## src/rtl/eirq_pkg.sv

```systemverilog
package eirq_pkg;
  localparam int SRC_N  = 5;
  localparam int REG_W  = 8;
  localparam int ADDR_W = 8;

  localparam logic [REG_W-1:0] EN_RESET = 8'h1F;

  localparam logic [ADDR_W-1:0] RISE_BASE = 8'h0D;
  localparam logic [ADDR_W-1:0] FALL_BASE = 8'h10;

  localparam int SRC_HOSTDISC = 0;
  localparam int SRC_VBUS     = 1;
  localparam int SRC_SESSVLD  = 2;
  localparam int SRC_SESSEND  = 3;
  localparam int SRC_IDGND    = 4;

  typedef enum logic [1:0] {
    WOP_NONE = 2'd0,
    WOP_LOAD = 2'd1,
    WOP_SET  = 2'd2,
    WOP_CLR  = 2'd3
  } wr_op_e;
endpackage

```

## src/rtl/eirq_en_reg.sv

```systemverilog
module eirq_en_reg
  import eirq_pkg::*;
#(
  parameter int                AW      = ADDR_W,
  parameter int                DW      = REG_W,
  parameter logic [AW-1:0]     BASE    = RISE_BASE,
  parameter logic [DW-1:0]     RST_VAL = EN_RESET
) (
  input  logic          clk,
  input  logic          rst_n,
  input  logic          wr,
  input  logic [AW-1:0] addr,
  input  logic [DW-1:0] wdata,
  output logic          hit,
  output logic [DW-1:0] value
);
  // offset from base: 0 load, 1 set, 2 clear
  logic [AW-1:0] offs;
  wr_op_e        op;
  logic [DW-1:0] nxt;

  assign offs = addr - BASE;
  assign hit  = (addr >= BASE) && (offs < AW'(3));

  always_comb begin
    op = WOP_NONE;
    if (wr && hit) begin
      unique case (offs[1:0])
        2'd0:    op = WOP_LOAD;
        2'd1:    op = WOP_SET;
        default: op = WOP_CLR;
      endcase
    end
  end

  always_comb begin
    unique case (op)
      WOP_LOAD: nxt = wdata;
      WOP_SET:  nxt = value | wdata;
      WOP_CLR:  nxt = value & ~wdata;
      default:  nxt = value;
    endcase
  end

  always_ff @(posedge clk or negedge rst_n) begin
    if (!rst_n) value <= RST_VAL;
    else        value <= nxt;
  end
endmodule

```

## src/rtl/eirq_edge_det.sv

```systemverilog
module eirq_edge_det #(
  parameter int W = 5
) (
  input  logic         clk,
  input  logic         rst_n,
  input  logic [W-1:0] async_in,
  output logic [W-1:0] rise,
  output logic [W-1:0] fall
);
  genvar g;
  generate
    for (g = 0; g < W; g++) begin : g_line
      logic meta_q, sync_q, prev_q;
      always_ff @(posedge clk or negedge rst_n) begin
        if (!rst_n) begin
          meta_q <= 1'b0;
          sync_q <= 1'b0;
          prev_q <= 1'b0;
        end else begin
          meta_q <= async_in[g];
          sync_q <= meta_q;
          prev_q <= sync_q;
        end
      end
      assign rise[g] = sync_q & ~prev_q;
      assign fall[g] = ~sync_q & prev_q;
    end
  endgenerate
endmodule

```

## src/rtl/eirq_settle.sv

```systemverilog
module eirq_settle #(
  parameter int CYCLES = 40
) (
  input  logic clk,
  input  logic rst_n,
  input  logic enable,
  output logic settled
);
  localparam int CW = $clog2(CYCLES + 1);
  localparam logic [CW-1:0] LIMIT = CW'(CYCLES);

  logic [CW-1:0] cnt_q;

  always_ff @(posedge clk or negedge rst_n) begin
    if (!rst_n)          cnt_q <= '0;
    else if (!enable)    cnt_q <= '0;
    else if (cnt_q != LIMIT) cnt_q <= cnt_q + 1'b1;
  end

  assign settled = (cnt_q == LIMIT);
endmodule

```

## src/rtl/eirq_latch.sv

```systemverilog
module eirq_latch #(
  parameter int W = 5
) (
  input  logic         clk,
  input  logic         rst_n,
  input  logic [W-1:0] evt,
  input  logic         clr_valid,
  input  logic [W-1:0] clr_mask,
  output logic [W-1:0] pending,
  output logic         irq
);
  logic [W-1:0] clr_bits;
  assign clr_bits = clr_valid ? clr_mask : '0;

  always_ff @(posedge clk or negedge rst_n) begin
    if (!rst_n) pending <= '0;
    else        pending <= (pending & ~clr_bits) | evt;
  end

  assign irq = |pending;
endmodule

```

## src/rtl/eirq_ctrl.sv

```systemverilog
module eirq_ctrl
  import eirq_pkg::*;
#(
  parameter int SETTLE_CYCLES = 40
) (
  input  logic              clk,
  input  logic              rst_n,
  input  logic              reg_wr,
  input  logic [ADDR_W-1:0] reg_addr,
  input  logic [REG_W-1:0]  reg_wdata,
  output logic [REG_W-1:0]  reg_rdata,
  input  logic [SRC_N-1:0]  stat_in,
  input  logic              pulldn_dp,
  input  logic              pulldn_dm,
  input  logic              id_pullup,
  input  logic              clr_valid,
  input  logic [SRC_N-1:0]  clr_mask,
  input  logic              rx_active,
  input  logic              rx_error,
  output logic [SRC_N-1:0]  evt_pending,
  output logic              irq,
  output logic              rx_urgent
);
  logic [REG_W-1:0] en_rise, en_fall;
  logic             hit_rise, hit_fall;
  logic [SRC_N-1:0] rise, fall, qual, evt;
  logic             id_settled;

  eirq_en_reg #(.AW(ADDR_W), .DW(REG_W), .BASE(RISE_BASE), .RST_VAL(EN_RESET)) u_rise (
    .clk(clk), .rst_n(rst_n), .wr(reg_wr), .addr(reg_addr), .wdata(reg_wdata),
    .hit(hit_rise), .value(en_rise)
  );

  eirq_en_reg #(.AW(ADDR_W), .DW(REG_W), .BASE(FALL_BASE), .RST_VAL(EN_RESET)) u_fall (
    .clk(clk), .rst_n(rst_n), .wr(reg_wr), .addr(reg_addr), .wdata(reg_wdata),
    .hit(hit_fall), .value(en_fall)
  );

  always_comb begin
    if (hit_rise)      reg_rdata = en_rise;
    else if (hit_fall) reg_rdata = en_fall;
    else               reg_rdata = '0;
  end

  eirq_edge_det #(.W(SRC_N)) u_edge (
    .clk(clk), .rst_n(rst_n), .async_in(stat_in), .rise(rise), .fall(fall)
  );

  eirq_settle #(.CYCLES(SETTLE_CYCLES)) u_settle (
    .clk(clk), .rst_n(rst_n), .enable(id_pullup), .settled(id_settled)
  );

  always_comb begin
    qual               = '1;
    qual[SRC_HOSTDISC] = pulldn_dp & pulldn_dm;
    qual[SRC_IDGND]    = id_settled;
  end

  assign evt = ((rise & en_rise[SRC_N-1:0]) | (fall & en_fall[SRC_N-1:0])) & qual;

  eirq_latch #(.W(SRC_N)) u_latch (
    .clk(clk), .rst_n(rst_n), .evt(evt), .clr_valid(clr_valid), .clr_mask(clr_mask),
    .pending(evt_pending), .irq(irq)
  );

  assign rx_urgent = rx_active | rx_error;
endmodule

```

## config.mk

```make
export PLATFORM = sky130hd
export DESIGN_NAME = eirq_ctrl
export DESIGN_NICKNAME = d
export VERILOG_FILES = /design/src/rtl/eirq_pkg.sv /design/src/rtl/eirq_en_reg.sv /design/src/rtl/eirq_edge_det.sv /design/src/rtl/eirq_settle.sv /design/src/rtl/eirq_latch.sv /design/src/rtl/eirq_ctrl.sv
export SDC_FILE = /design/constraint.sdc
export NUM_CORES = 1
export LEC_CHECK = 0
export BUFFER_PORTS_ARGS = -buffer_cell sky130_fd_sc_hd__buf_2
export CAP_MARGIN = 25
export CELL_PAD_IN_SITES_DETAIL_PLACEMENT = 1
export CELL_PAD_IN_SITES_GLOBAL_PLACEMENT = 1
export CORE_UTILIZATION = 41
export DETAILED_ROUTE_END_ITERATION = 10
export PLACE_DENSITY = 0.83
export SYNTH_ARGS = -nofsm -noshare
export SYNTH_HDL_FRONTEND = slang
export SYNTH_SLANG_ARGS = --single-unit
```

## constraint.sdc

```tcl
create_clock -name clk -period 1.55 [get_ports clk]
set_input_delay 0.31 -clock clk [delete_from_list [all_inputs] [get_ports clk]]
set_output_delay 0.31 -clock clk [all_outputs]
set_load 0.02 [all_outputs]
```

**Yosys cells after proc, flatten, opt, wreduce, memory -nomap -nowiden**

Cells that the tools add are included.

- Flip-flop bits (word level): 42
- Logic and storage cells: 91

- $lt $le $gt $ge: 4
- $add $sub $neg: 3
- Reduce and logical (&&, ||, !) cells: 9
- Bitwise gates (word level): 34
- Eq/ne operators: 11
- Multiplexer cells: 11

Operator list:

| cell | number |
|---|---|
| case mux 8 bit (3 select lines) | 2 |
| AND 5 bit | 4 |
| AND 8 bit | 2 |
| < comparator 8 x 2 -> 1 bit, second input constant | 2 |
| 2-to-1 mux 8 bit | 2 |
| OR 8 bit | 2 |
| 2-to-1 mux 6 bit | 2 |
| AND 1 bit | 11 |
| NOT 1 bit | 10 |
| OR 5 bit | 2 |
| == test 2 x 1 -> 1 bit, second input constant | 4 |
| == test 2 bit, second input constant | 4 |
| >= comparator 8 x 4 -> 1 bit, second input constant | 1 |
| >= comparator 8 x 5 -> 1 bit, second input constant | 1 |
| NOT 8 bit | 1 |
| case mux 2 bit (2 select lines) | 2 |
| subtractor 8 x 4 -> 8 bit, second input constant | 1 |
| subtractor 8 x 5 -> 8 bit, second input constant | 1 |
| adder 6 x 1 -> 6 bit, second input constant | 1 |
| == test 6 bit, second input constant | 1 |
| inequality test 6 bit, second input constant | 1 |
| nonzero test 3 bit | 2 |
| 2-to-1 mux 5 bit | 1 |
| NOT 5 bit | 1 |
| other kinds (6) | 11 |

**Depth between registers and ports, before layout**

- Word-level depth: 7
- Mapped depth: 5
- Gate-level depth less buffers: 5

**Cells and area by module**

A second synthesis with hierarchy kept.

- Cells, all modules: 209
- Area total of the unflattened synthesis: 2210.9 sq um

Modules (own cells, without submodules):

| module | area each (sq um) | cells each | instances |
|---|---|---|---|
| eirq_en_reg at u_rise | 599.3 | 69 | 1 |
| eirq_en_reg at u_fall | 467.9 | 41 | 1 |
| eirq_edge_det | 462.9 | 25 | 1 |
| eirq_settle | 322.8 | 33 | 1 |
| eirq_latch | 193.9 | 18 | 1 |
| eirq_ctrl | 163.9 | 23 | 1 |

**Worst setup path after synthesis**

OpenSTA, ideal clock, no wires.

- Path kind: input port to output port
- Start: input port reg_addr[0]
- End: output port reg_rdata[0]
- Stages on the path: 5
- Path slack: -126 ps
- Path buffers: 2
- Data required time: 1240 ps
- Arrival time: 1366 ps
- Path through: buf_4 o211a_1 buf_2 nand3_1 a21oi_1

- Longest elaborated chain between the ends: 5
- Elaborated cells between the ends (all ways): 10
- Those cells by class: add/sub (2); order compare (4); mux (2); reduce/logical (2)

Ends and longest elaborated chain:

| item | line | RTL |
|---|---|---|
| start, declared | eirq_ctrl.sv:9 | `input logic [ADDR_W-1:0] reg_addr,` |
| subtractor 8 x 5 -> 8 bit | eirq_en_reg.sv:22 | `assign offs = addr - BASE;` |
| < comparator 8 x 2 -> 1 bit | eirq_en_reg.sv:23 | `assign hit = (addr >= BASE) && (offs < AW'(3));` |
| logical AND 1 bit | eirq_en_reg.sv:23 |  |
| 2-to-1 mux 8 bit | eirq_ctrl.sv:41 | `else if (hit_fall) reg_rdata = en_fall;` |
| 2-to-1 mux 8 bit * | eirq_ctrl.sv:40 | `if (hit_rise) reg_rdata = en_rise;` |
| end, declared | eirq_ctrl.sv:11 | `output logic [REG_W-1:0] reg_rdata,` |

Every way passes the cells marked *; elsewhere a longest branch is shown, timed or not.

**Worst setup path after layout**

- Start: input port reg_addr[0]
- End: output port reg_rdata[1]

The elaborated chain is that of the path after synthesis.

==> impl_results.md <==
- Die X-Extent: between 70 and 80 um
- Avg Cell Area, Syn: 10.1 um2
- Fin. Hold Viols: 0
- Outcome: complete, but fails checks
- Met2 Use GR: 0.446
- DRC: 0
- Synth Cell Area: 2210 um2
- Placer Congestion: about 0.83
- DRT Pass-1 Iters: 4
- Die H: between 70 and 80 um
- Post-synth EDFFs: 0
- Required @ worst endpoint: around 1.2 ns
- Fmax: between 600 and 700 MHz
- First-pass GRT wire length: roughly 11000 um
- PwrDens: slightly above 800 nW/um2
- Root Buffer: clkbuf_8
- # rows: 26
- Crit-path max FO: 6
- RSZ-0062 raised after global routing: yes
- Final core occ: 0.606
- Die ar.: between 5000 and 6000 um2
- Total number of vias: between 2000 and 2500
- WL final: between 7000 and 8000 um
- Synth Flop Type: dfrtp_1
- Post-route ant nets: 0
- Vias in the first global route: 2096
- Synth Register Bits: 42
- Placeable Area: 5140 um2
- Initial antenna violation count: 0
- Grt total ovfl: 0
- Fraction of registers with async set/reset: 1.00
- Syn_nets: around 260
- Register-to-register setup slack: around 0.27 ns
- CTS tree: built
- Share of post-route cells with drive strength above 1: 0.451
- PortBufs: 49
- Peak VDD IR: 441 uV
- Fin area: about 3100 um2
- Hpwl dp: 4720 um
- Arr. time, crit path: between 1 and 1.5 ns
- CP Class: in -> out
- Area growth, synth to finish: 41.1%
- Slew Viols, Final: 0
- Yosys warns: 0
- DR iter-0 viols: approximately 190
- Clk_lat worst skew: approximately 0.3 ns
- GR peak layer: met2
- Period minus WS final: around 1.6 ns
- Final Net Count: 324
- Hold WC Path Type: in -> reg
- Leakage: 0.00132 uW
- Failing checks: setup timing
- All-Layer GR Usage: 0.266
- Met1 Use GR: 0.351
- Crit. End Element: primary output
- Drt via density: about 6
- Setup crit start kind: input port
- CTS Buf Count: 5
- Clock Skews: about 0.0034 ns
- CTS sink count: 42
- Ports: 50
- WHS Path Cells: 1
- Clock Tree Buf Depth: 2
- Setup TNS: -0.612 ns
- Pin count of the biggest net entering global routing: 43
- Library cells used by synthesis: 37
- Register area share after synthesis: 0.481
- Max Cap Viol: 0
- Placed Area: ~2700 um2
- Slew @ Worst Pin: approximately 0.39 ns
- H-tree depth: 2
- GR Layer Usage met3: 0.0503
- Fill cells: 583
- Worst-path clk slew: ~0.090 ns
- Max-slew headroom: 0.739
- Final-report setup violation count: 8
- Initial Utilization: 0.430
- Final worst slack: -0.0902 ns
- Drt wl/cell: 20.8 um
- Number of diodes: 0
- Fin crit share: 1.06
- Worst Reg-to-Reg Cells: 3
- Post-synthesis cell count: between 200 and 250
routing by layer:
metal	vias to the layer above	share of wire	wire (um)
met4	0	0.022	165
met2	90	0.51	3820
li1	932	-	-
met5	-	0	0
met3	20	0.047	350
met1	1065	0.42	3110
cell families (layout without fill, tap and decap cells):
| kind of cell | Yosys count | count (layout) | synth area share |
|---|---|---|---|
| AO/OA/AOI/OAI | 67 | 67 | 0.219 |
| XOR/XNOR | 11 | 11 | 0.0436 |
| adder cells (fa/ha/maj) | 2 | 2 | 0.0113 |
| buffers and inverters | 26 | 96 | 0.0628 |
| flip-flops | 42 | 42 | 0.481 |
| AND/OR/NAND/NOR | 70 | 70 | 0.182 |
what timing repair did:
action                                 4_1_cts  5_1_grt
setup endpoints to repair                    8        8
pin swaps                                    3        4
gates cloned                                 1        1
buffers inserted                             2        4
endpoints found under the hold margin       32        0
hold buffers                                 1        0
resized for setup                           38        7
synth_stat cells (2+ instances only):
cell      number  share of area
a21oi_2        8          0.032
buf_6          3          0.015
ha_1           2          0.011
nor2_1         4         0.0068
nand3_1       19          0.043
or2_2          2         0.0057
and3_1         2         0.0057
a32oi_1        3          0.012
a21o_1         8          0.027
nand4b_1       4          0.016
xor2_1         2         0.0079
o21ai_0       11          0.025
clkbuf_1       4         0.0068
nand2_1       18          0.031
a41oi_1       13          0.052
nand3b_1       4          0.014
o211ai_1       3          0.010
inv_1         11          0.019
buf_2          2         0.0045
xnor2_1        9          0.036
nor3_1         4         0.0091
dfstp_2       10           0.12
a21oi_1       16          0.036
buf_4          4          0.014
dfrtp_1       32           0.36
nor3b_1        9          0.031
state kept, by name, summed over array words and instances, names as in the netlist:
| name | flops |
|---|---|
| u_fall.value | 8 |
| u_rise.value | 8 |
| u_settle.cnt_q | 6 |
| u_edge.g_line.meta_q | 5 |
| u_edge.g_line.prev_q | 5 |
| u_edge.g_line.sync_q | 5 |
| u_latch.pending | 5 |
cell type report:
| class | count | area [um2] | area share |
|---|---|---|---|
| Timing Repair Buffer | 77 | 622 | 0.200 |
| Tap cell | 70 | 87.6 | 0.0281 |
| Multi-Input combinational cell | 150 | 1200 | 0.386 |
| Inverter | 11 | 45.0 | 0.0145 |
| Clock buffer | 6 | 82.6 | 0.0265 |
| Clock inverter | 2 | 12.5 | 0.00401 |
| Sequential cell | 42 | 1060 | 0.341 |
path summary, 6_finish.rpt:
kind,startpoint,to
max in group asynchronous,rst_n,u_rise.value[3]$_DFFE_PN1P_
worst max-delay path,reg_addr[0],reg_rdata[1]
min in group asynchronous,rst_n,u_edge.g_line[3].prev_q$_DFF_PN0_
worst min-delay path,stat_in[3],u_edge.g_line[3].meta_q$_DFF_PN0_
worst max register to register,u_settle.cnt_q[2]$_DFFE_PN0P_,u_settle.cnt_q[5]$_DFFE_PN0P_
worst min register to register,u_edge.g_line[1].meta_q$_DFF_PN0_,u_edge.g_line[1].sync_q$_DFF_PN0_
power by group:
| part | switching [uW] | total (uW) | leakage [uW] | internal (uW) |
|---|---|---|---|---|
| Combinational | 284 | 518 | 0.000765 | 234 |
| Clock | 397 | 755 | 0.0000472 | 358 |
| Sequential | 78.9 | 1270 | 0.000504 | 1190 |
| Total | 760 | 2540 | 0.00132 | 1780 |
critical path: stages:
cell and delay (ns):
buf_8 0.10, a211oi_4 0.23, buf_6 0.16, buf_12 0.13, nand3_4 0.09, a21oi_4 0.16, buf_6 0.14
placed cells by master, fill, tap and decap left out, types with 3 or more instances in the layout:
| cell | Yosys | final |
|---|---|---|
| a21o_1 | 8 | 8 |
| nand2_1 | 18 | 18 |
| a21oi_4 | 0 | 8 |
| nand3_1 | 19 | 6 |
| buf_4 | 4 | 20 |
| a21oi_1 | 16 | 8 |
| nand4b_1 | 4 | 4 |
| nor3_1 | 4 | 4 |
| o21ai_0 | 11 | 11 |
| nand3b_1 | 4 | 4 |
| nor2_1 | 4 | 4 |
| dfrtp_1 | 32 | 32 |
| xnor2_1 | 9 | 9 |
| a32oi_1 | 3 | 3 |
| inv_1 | 11 | 10 |
| o211ai_1 | 3 | 3 |
| a21oi_2 | 8 | 8 |
| buf_12 | 0 | 4 |
| dfstp_2 | 10 | 10 |
| clkbuf_8 | 0 | 6 |
| nor3b_1 | 9 | 9 |
| buf_2 | 2 | 38 |
| nand3_2 | 0 | 9 |
| buf_6 | 3 | 11 |
| a41oi_1 | 13 | 13 |
| nand3_4 | 0 | 4 |
per-stage QoR:
step                total power (uW)  cells  setup WS (ns)  hold slack [ns]
floorplan                       1500    218        0.00693           0.0144
global placement                1680    341         -0.112            0.301
detailed placement              1710    341         -0.146            0.302
CTS                             2490    353        -0.0688            0.114
global route                    2650    358         -0.116           0.0955
finish                          2540    358        -0.0902            0.111
(Power assumes the default switching activity.)
